===== src/rtl/capmem_pkg.sv =====
package capmem_pkg;

    typedef enum logic [3:0] {
        ST_IDLE,
        ST_HALT,
        ST_CLR,
        ST_RELEASE,
        ST_ACCESS,
        ST_LOAD,
        ST_SHIFT_LO,
        ST_SHIFT_HI,
        ST_DONE,
        ST_RESTORE
    } rb_state_e;

endpackage


===== src/rtl/capmem_addr_ctr.sv =====
module capmem_addr_ctr #(
    parameter int ADDR_W = 15
) (
    input  logic              clk,
    input  logic              rst_n,
    input  logic              clr,
    input  logic              inc,
    output logic [ADDR_W-1:0] addr,
    output logic              at_last
);

    always_ff @(posedge clk or negedge rst_n) begin
        if (!rst_n) begin
            addr <= '0;
        end else if (clr) begin
            addr <= '0;
        end else if (inc) begin
            addr <= addr + 1'b1;
        end
    end

    assign at_last = &addr;

endmodule


===== src/rtl/capmem_piso.sv =====
module capmem_piso #(
    parameter int DATA_W = 8
) (
    input  logic              clk,
    input  logic              rst_n,
    input  logic              load,
    input  logic              shift,
    input  logic [DATA_W-1:0] din,
    output logic              sout,
    output logic              last_bit
);

    localparam int CNT_W = (DATA_W > 1) ? $clog2(DATA_W) : 1;
    localparam logic [CNT_W-1:0] LAST_IDX = CNT_W'(DATA_W - 1);

    logic [DATA_W-1:0] shreg;
    logic [CNT_W-1:0]  bcnt;

    always_ff @(posedge clk or negedge rst_n) begin
        if (!rst_n) begin
            shreg <= '0;
            bcnt  <= '0;
        end else if (load) begin
            shreg <= din;
            bcnt  <= '0;
        end else if (shift) begin
            shreg <= {shreg[DATA_W-2:0], 1'b0};
            bcnt  <= bcnt + 1'b1;
        end
    end

    assign sout     = shreg[DATA_W-1];
    assign last_bit = (bcnt == LAST_IDX);

endmodule


===== src/rtl/capmem_fsm.sv =====
module capmem_fsm
    import capmem_pkg::*;
(
    input  logic clk,
    input  logic rst_n,
    input  logic cap_done,
    input  logic host_start,
    input  logic last_bit,
    input  logic at_last,
    output logic smp_clk_en,
    output logic cap_ctr_clr,
    output logic latch_oe,
    output logic sram_oe,
    output logic sclk,
    output logic finished,
    output logic addr_clr,
    output logic addr_inc,
    output logic piso_load,
    output logic piso_shift
);

    rb_state_e state, state_nx;

    // state register
    always_ff @(posedge clk or negedge rst_n) begin
        if (!rst_n) begin
            state <= ST_IDLE;
        end else begin
            state <= state_nx;
        end
    end

    // transitions
    always_comb begin
        state_nx = state;
        unique case (state)
            ST_IDLE:     if (cap_done && host_start) state_nx = ST_HALT;
            ST_HALT:     state_nx = ST_CLR;
            ST_CLR:      state_nx = ST_RELEASE;
            ST_RELEASE:  state_nx = ST_ACCESS;
            ST_ACCESS:   state_nx = ST_LOAD;
            ST_LOAD:     state_nx = ST_SHIFT_LO;
            ST_SHIFT_LO: state_nx = ST_SHIFT_HI;
            ST_SHIFT_HI: begin
                if (!last_bit)     state_nx = ST_SHIFT_LO;
                else if (at_last)  state_nx = ST_DONE;
                else               state_nx = ST_ACCESS;
            end
            ST_DONE:     if (!host_start) state_nx = ST_RESTORE;
            ST_RESTORE:  state_nx = ST_IDLE;
            default:     state_nx = ST_IDLE;
        endcase
    end

    // outputs
    always_comb begin
        smp_clk_en  = 1'b0;
        cap_ctr_clr = 1'b0;
        latch_oe    = 1'b0;
        sram_oe     = 1'b0;
        sclk        = 1'b0;
        finished    = 1'b0;
        addr_clr    = 1'b0;
        addr_inc    = 1'b0;
        piso_load   = 1'b0;
        piso_shift  = 1'b0;
        unique case (state)
            ST_IDLE: begin
                smp_clk_en = 1'b1;
                latch_oe   = 1'b1;
            end
            ST_HALT: begin
                latch_oe   = 1'b1;
            end
            ST_CLR: begin
                latch_oe    = 1'b1;
                cap_ctr_clr = 1'b1;
                addr_clr    = 1'b1;
            end
            ST_RELEASE: begin
            end
            ST_ACCESS: begin
                sram_oe = 1'b1;
            end
            ST_LOAD: begin
                sram_oe   = 1'b1;
                piso_load = 1'b1;
            end
            ST_SHIFT_LO: begin
                sram_oe = 1'b1;
            end
            ST_SHIFT_HI: begin
                sram_oe    = 1'b1;
                sclk       = 1'b1;
                piso_shift = 1'b1;
                addr_inc   = last_bit && !at_last;
            end
            ST_DONE: begin
                finished = 1'b1;
            end
            ST_RESTORE: begin
                cap_ctr_clr = 1'b1;
                addr_clr    = 1'b1;
            end
            default: begin
            end
        endcase
    end

endmodule


===== src/rtl/capmem_readback.sv =====
module capmem_readback #(
    parameter int ADDR_W = 15,
    parameter int DATA_W = 8
) (
    input  logic              clk,
    input  logic              rst_n,
    input  logic              cap_done,
    input  logic              host_start,
    output logic              finished,
    output logic              smp_clk_en,
    output logic              cap_ctr_clr,
    output logic              latch_oe,
    output logic              sram_oe,
    output logic [ADDR_W-1:0] sram_addr,
    input  logic [DATA_W-1:0] sram_data,
    output logic              sclk,
    output logic              sdata
);

    logic last_bit;
    logic at_last;
    logic addr_clr;
    logic addr_inc;
    logic piso_load;
    logic piso_shift;

    capmem_fsm u_fsm (
        .clk         (clk),
        .rst_n       (rst_n),
        .cap_done    (cap_done),
        .host_start  (host_start),
        .last_bit    (last_bit),
        .at_last     (at_last),
        .smp_clk_en  (smp_clk_en),
        .cap_ctr_clr (cap_ctr_clr),
        .latch_oe    (latch_oe),
        .sram_oe     (sram_oe),
        .sclk        (sclk),
        .finished    (finished),
        .addr_clr    (addr_clr),
        .addr_inc    (addr_inc),
        .piso_load   (piso_load),
        .piso_shift  (piso_shift)
    );

    capmem_addr_ctr #(.ADDR_W(ADDR_W)) u_addr (
        .clk     (clk),
        .rst_n   (rst_n),
        .clr     (addr_clr),
        .inc     (addr_inc),
        .addr    (sram_addr),
        .at_last (at_last)
    );

    capmem_piso #(.DATA_W(DATA_W)) u_piso (
        .clk      (clk),
        .rst_n    (rst_n),
        .load     (piso_load),
        .shift    (piso_shift),
        .din      (sram_data),
        .sout     (sdata),
        .last_bit (last_bit)
    );

endmodule


===== config.mk =====
export PLATFORM = sky130hd
export DESIGN_NAME = capmem_readback
export DESIGN_NICKNAME = d
export VERILOG_FILES = /design/src/rtl/capmem_pkg.sv /design/src/rtl/capmem_addr_ctr.sv /design/src/rtl/capmem_piso.sv /design/src/rtl/capmem_fsm.sv /design/src/rtl/capmem_readback.sv
export SDC_FILE = /design/constraint.sdc
export NUM_CORES = 1
export LEC_CHECK = 0
export BUFFER_PORTS_ARGS = -buffer_cell sky130_fd_sc_hd__buf_4
export CORE_AREA = 3 3 65 67
export DETAILED_ROUTE_END_ITERATION = 10
export DIE_AREA = 0 0 68 70
export PLACE_DENSITY_LB_ADDON = 0.25
export SYNTH_ARGS = -nofsm -noshare
export SYNTH_HDL_FRONTEND = slang
export SYNTH_HIERARCHICAL = 1
export SYNTH_SLANG_ARGS = --single-unit

===== constraint.sdc =====
create_clock -name clk -period 6.2 [get_ports clk]
set_clock_uncertainty 0.2 [all_clocks]
set_input_delay 0.62 -clock clk [delete_from_list [all_inputs] [get_ports clk]]
set_output_delay 0.62 -clock clk [all_outputs]
set_load 0.01 [all_outputs]

; ---- Yosys cells after proc, flatten, opt, wreduce, memory -nomap -nowiden
; Cells that the tools add are included.
[totals]
regBits = 30
in_bits = 12
out_inout_bits = 22
elab_cells = 48
[classes]
addsub = 2
n_eq_ne = 12
mux = 19
reduce_logical = 11
[op_table]
columns = operator, count
row1 = $pmux 4 s9, 1
row2 = $mux 15, 2
row3 = $eq 4x3->1 const B, 4
row4 = $mux 4, 4
row5 = $mux 8, 2
row6 = $add 15x1->15 const B, 1
row7 = $reduce_and 15->1, 1
row8 = $eq 4x2->1 const B, 2
row9 = $eq 4x4->1 const B, 2
row10 = $mux 1, 8
row11 = $mux 3, 2
row12 = $eq 4x1->1 const B, 1
row13 = $logic_not 4->1, 1
row14 = $reduce_bool 2->1, 2
row15 = $reduce_or 4->1, 1
row16 = $add 3x1->3 const B, 1
row17 = $eq 3x3->1 const B, 1
row18 = $reduce_or 3->1, 1
row19 = $logic_and 1x1->1, 2
row20 = $ne 2x1->1 const B, 1
row21 = $ne 2x2->1 const B, 1
row22 = $reduce_and 2->1, 1
row23 = $reduce_or 2->1, 1
row24 = $logic_not 1->1, 1

; ---- Logic depth before layout (Yosys ltp)
[depth]
depth_word = 6
mapped_depth = 8
ltp_nobuf = 7

; ---- Cells and area by module
; The synthesis kept the hierarchy.
[modules_own_cells]
columns = mod, n_inst, cells_per_inst, area_per_inst_um2, seq_area_each_um2
row1 = capmem_addr_ctr, 1, 82, 829.5, 375.4
row2 = capmem_piso, 1, 46, 510.5, 275.3
row3 = capmem_fsm, 1, 32, 291.5, 100.1

; ---- Worst setup path after synthesis
; Ideal clock, no wire load.
[synth_timing]
path_kind = reg-to-reg
start = register u_addr.addr[0]
end = register u_addr.addr[11]
setup_ns = 0.125
arrival_ns = 2.083
required_time_ns = 5.875
slack_ns = 3.792
path_stages_with_launch = 9
n_path_buf = 1
synth_period_minus_slack_ns = 2.408
cell_sequence = dfrtp_1 ha_1 nand4_1 nor4_1 and3b_1 buf_2 o211ai_4 nor4_1 mux2_2
[synth_between]
elab_chain_cells = 5
elab_cells_between_ends = 8
cone_classes = add/sub: 1 / mux: 3 / reduce/logical: 4
[synth_lines]
columns = item, line_no
row1 = "start, declared", capmem_addr_ctr.sv:8  ; output logic [ADDR_W-1:0] addr,
row2 = "start signal, assigned", capmem_addr_ctr.sv:18  ; addr <= addr + 1'b1;
row3 = $reduce_and 15->1, capmem_addr_ctr.sv:22  ; assign at_last = &addr;
row4 = net at_last, capmem_readback.sv:21  ; logic at_last;
row5 = $logic_not 1->1, capmem_fsm.sv:96  ; addr_inc = last_bit && !at_last;
row6 = $logic_and 1x1->1, capmem_fsm.sv:96
row7 = $mux 1, capmem_fsm.sv:67  ; unique case (state)
row8 = net addr_inc, capmem_readback.sv:23  ; logic addr_inc;
row9 = $reduce_bool 2->1 (no source line), --
; The timed path passes the listed nets, and every way through them passes these cells. The select of a mux whose other input is x is not followed.
; A chain may end at the register's enable or synchronous reset.

; ---- Worst setup path in the final report
[layout_timing]
start = register u_fsm.state[1]
end = output cap_ctr_clr
[layout_between]
elab_chain_cells = 3
elab_cells_between_ends = 4
cone_classes = eq/ne: 2 / mux: 1 / reduce/logical: 1
[layout_lines]
columns = item, line_no
row1 = "start, declared", capmem_fsm.sv:22  ; rb_state_e state, state_nx;
row2 = "start signal, assigned", capmem_fsm.sv:29  ; state <= state_nx;
row3 = $eq 4x4->1 / $eq 4x2->1 (equally long branches), capmem_fsm.sv:67
row4 = $reduce_or 2->1 (no source line) *, --
row5 = $mux 1 *, capmem_fsm.sv:67
row6 = "end, declared", capmem_readback.sv:11  ; output logic cap_ctr_clr,
; Mark *: on every way between the ends. The rest lies on a longest branch, timed or not.

==> results.sh <==
export IMPL_synthArstFlopShare_pct=100
export IMPL_final_area_sq_mm=0.00196
export IMPL_synth_net_count=175
export IMPL_numClockSinks=30
export IMPL_pre_cts_slack_ns=3.18
export IMPL_place_gp_congestion=0.747
export IMPL_fin_crit_ns=3.13
export IMPL_pwr_share_comb_pct=28.0
export IMPL_seq_power_share_pct=46.0
export IMPL_ctsResizeCount=0
export IMPL_io_buffers=33
export IMPL_tns_ns=0
export IMPL_vias=1291
export IMPL_n_fill_cell=354
export IMPL_yosys_cell_types_count=38
export IMPL_switchingPower_uw=211
export IMPL_synth_top_cell_area_share_pct=46.0
export IMPL_worst_pin_slew_ns=1.06
export IMPL_floorplan_initialDensity_pct=44.2
export IMPL_avgSynthCellArea_sq_um=10.2
export IMPL_ios=34
export IMPL_layoutNonFillerInstCount=237
export IMPL_avgViaCountPerCell=5.45
export IMPL_synth_flop_cell="dfrtp_1"
export IMPL_setup_viol=0
export IMPL_grt_pass1_wl_mm=5.76
export IMPL_die_area_sq_mm=0.00476
export IMPL_hold_slack_ns=0.0642
export IMPL_slew_headroom_pct=29.6
export IMPL_hold_viol_final=0
export IMPL_rows=22
export IMPL_wl_per_cell_um=14.5
export IMPL_status="finished clean"
export IMPL_worstSkewPairLatency_ns=0.28
export IMPL_place_inst=229
export IMPL_worstPathMaxFanout=23
export IMPL_cts_buffers=5
export IMPL_final_common_cell="buf_4"
export IMPL_slew_violations=0
export IMPL_hold_path_class="primary input to asynchronous set/reset pin"
export IMPL_grt_max_degree=31
export IMPL_critical_path_class="register to output port"
export IMPL_firstDrtPassIters=6
export IMPL_antennaDiodeCount=0
export IMPL_grt_use_total_pct=15.9
export IMPL_arrival_ns=2.31
export IMPL_peakVddDrop_v=0.000148
export IMPL_nets=203
export IMPL_fin_util_pct=53.1
export IMPL_cts_hold_buf=0
export IMPL_syn_cell_area_sq_mm=0.00163
export IMPL_ant_nets=0
export IMPL_maxCapViolCount=0
export IMPL_synth_area_leaders="dfrtp_1 46%, mux2i_1 6.1%, nand2_1 3.0%"
export IMPL_placed_cell_area_sq_mm=0.00187
export IMPL_mostFrequentLayoutCells="34 x buf_4, 30 x dfrtp_1, 13 x nand2_1, 13 x nor2_1, 10 x mux2i_1"
export IMPL_core_area_sq_mm=0.00369
export IMPL_power_leakage_nw=0.871
export IMPL_power_uw=623
export IMPL_h_tree_depth=2
export IMPL_rsz0062_at_grt="no"
export IMPL_timing_fmax_mhz=320
export IMPL_drt_initial_drc_count=99
export IMPL_die_h_um=70
export IMPL_fin_ws_ns=3.07
export IMPL_clkPwrFrac_pct=26.0
export IMPL_routed_wl_mm=3.43
export IMPL_yosys_area_top_type="dfrtp_1"
export IMPL_antenna_found_initial=0
export IMPL_switching_share_pct=33.8
export IMPL_powerDensity_mw_per_mm2=318
export IMPL_netlist_instances=160
export IMPL_fp_dieW_um=68
export IMPL_path_clk_slew_ns=0.06
export IMPL_grt_overflow=0
export IMPL_first_global_vias=1282
export IMPL_synth_edf_count=0
export IMPL_power_internal_uw=413
export IMPL_synth_seq_cells=30
export IMPL_cts_buffer_depth=2
export IMPL_synth_seq_area_share_pct=46.0
export IMPL_hpwl_mm=2.37
export IMPL_timing_final_crit_share_pct=50.4
export IMPL_cts_root_buf="clkbuf_8"
export IMPL_crit_path_start_kind="register"
export IMPL_cp_end_kind="output port"
export IMPL_drive_above_1_share_pct=26.5
export IMPL_worst_endpoint_required_ns=5.38
export IMPL_cts_tree="built"
export IMPL_yosys_warnings=6
export IMPL_drc=0
export IMPL_syn_to_final_growth_pct=20.1
export IMPL_postCtsSetupBuffers=0
==> cells in the mapped netlist, types with 2 or more instances <==
cell type   n
nand3b_1    2
buf_6       2
nand4_1     3
nand2_1    13
nand2b_1    2
a21oi_1     8
inv_1       3
o21ai_0     4
xnor2_1     3
mux2i_1    10
xor2_1      2
a211oi_1    3
nor4_1      6
o21ai_1     8
mux2_2      4
ha_1        3
or4_1       4
buf_2       6
nor2b_1     5
buf_4       3
nor2_1     13
o31ai_1     4
or3_1       2
nand3_1     4
dfrtp_1    30
==> layout make-up <==
cell class                      instances  area (sq um)  area share, %
Clock buffer                            7          86.3           4.41
Clock inverter                          1          5.00          0.255
Inverter                                3          11.3          0.575
Multi-Input combinational cell        114           791           40.4
Sequential cell                        30           751           38.3
Tap cell                               48          60.1           3.07
Timing Repair Buffer                   34           255           13.0
==> state kept, by name, summed over array words and instances (netlist names) <==
register,cells
u_addr/addr,15
u_piso/shreg,8
u_piso/bcnt,3
u_fsm/state,4
==> final timing paths <==
kind | slack (ns) | cells past startpoint | from | to
max | 3.07 | 3 | u_fsm/state[1]$_DFFE_PN0P_ | cap_ctr_clr
min | 0.06 | 1 | rst_n | u_addr/addr[3]$_DFFE_PN0P_
max reg2reg | 3.17 | 5 | u_fsm/state[1]$_DFFE_PN0P_ | u_addr/addr[11]$_DFFE_PN0P_
min reg2reg | 0.34 | 2 | u_piso/bcnt[1]$_DFFE_PN0P_ | u_piso/bcnt[1]$_DFFE_PN0P_
max in group asynchronous | 5.45 | 1 | rst_n | u_fsm/state[3]$_DFFE_PN0P_
min in group clk | 0.34 | 2 | u_piso/bcnt[1]$_DFFE_PN0P_ | u_piso/bcnt[1]$_DFFE_PN0P_
==> power by group through the flow <==
stage / logic (mW) / clock network, mW / registers, mW
6_report: 0.175 / 0.162 / 0.287
5_1_grt: 0.200 / 0.176 / 0.293
4_1_cts: 0.178 / 0.168 / 0.286
3_5_place_dp: 0.177 / 0 / 0.290
3_3_place_gp: 0.167 / 0 / 0.284
2_1_floorplan: 0.140 / 0 / 0.275
==> kinds of logic after synthesis <==
logic type,count (synthesis),synth area share (%)
AOI/OAI and AO/OA,32,13.7
xor gates and xnor gates,5,2.68
adders and majority gates,3,2.30
buffers and inverters,16,5.75
DFF,30,46.0
muxes,14,8.90
and+or+nand+nor,60,20.7
==> critical path: stages (launching register included) <==
cell,delay [ns]
dfrtp_1,0.53
or3b_1,0.40
a21oi_2,0.84
buf_4,0.26
==> metal layers <==
| metal | routed length [um] | track usage [%] | up-vias | share of wire, % |
|---|---|---|---|---|
| li1 | - | - | 634 | - |
| met1 | 1520 | 19.1 | 620 | 44 |
| met2 | 1680 | 25.8 | 33 | 49 |
| met3 | 189 | 5.31 | 4 | 5.5 |
| met4 | 42 | 5.96 | 0 | 1.2 |
| met5 | 0 | 0 | - | 0 |
No activity file was read; power rests on OpenSTA's default activity.
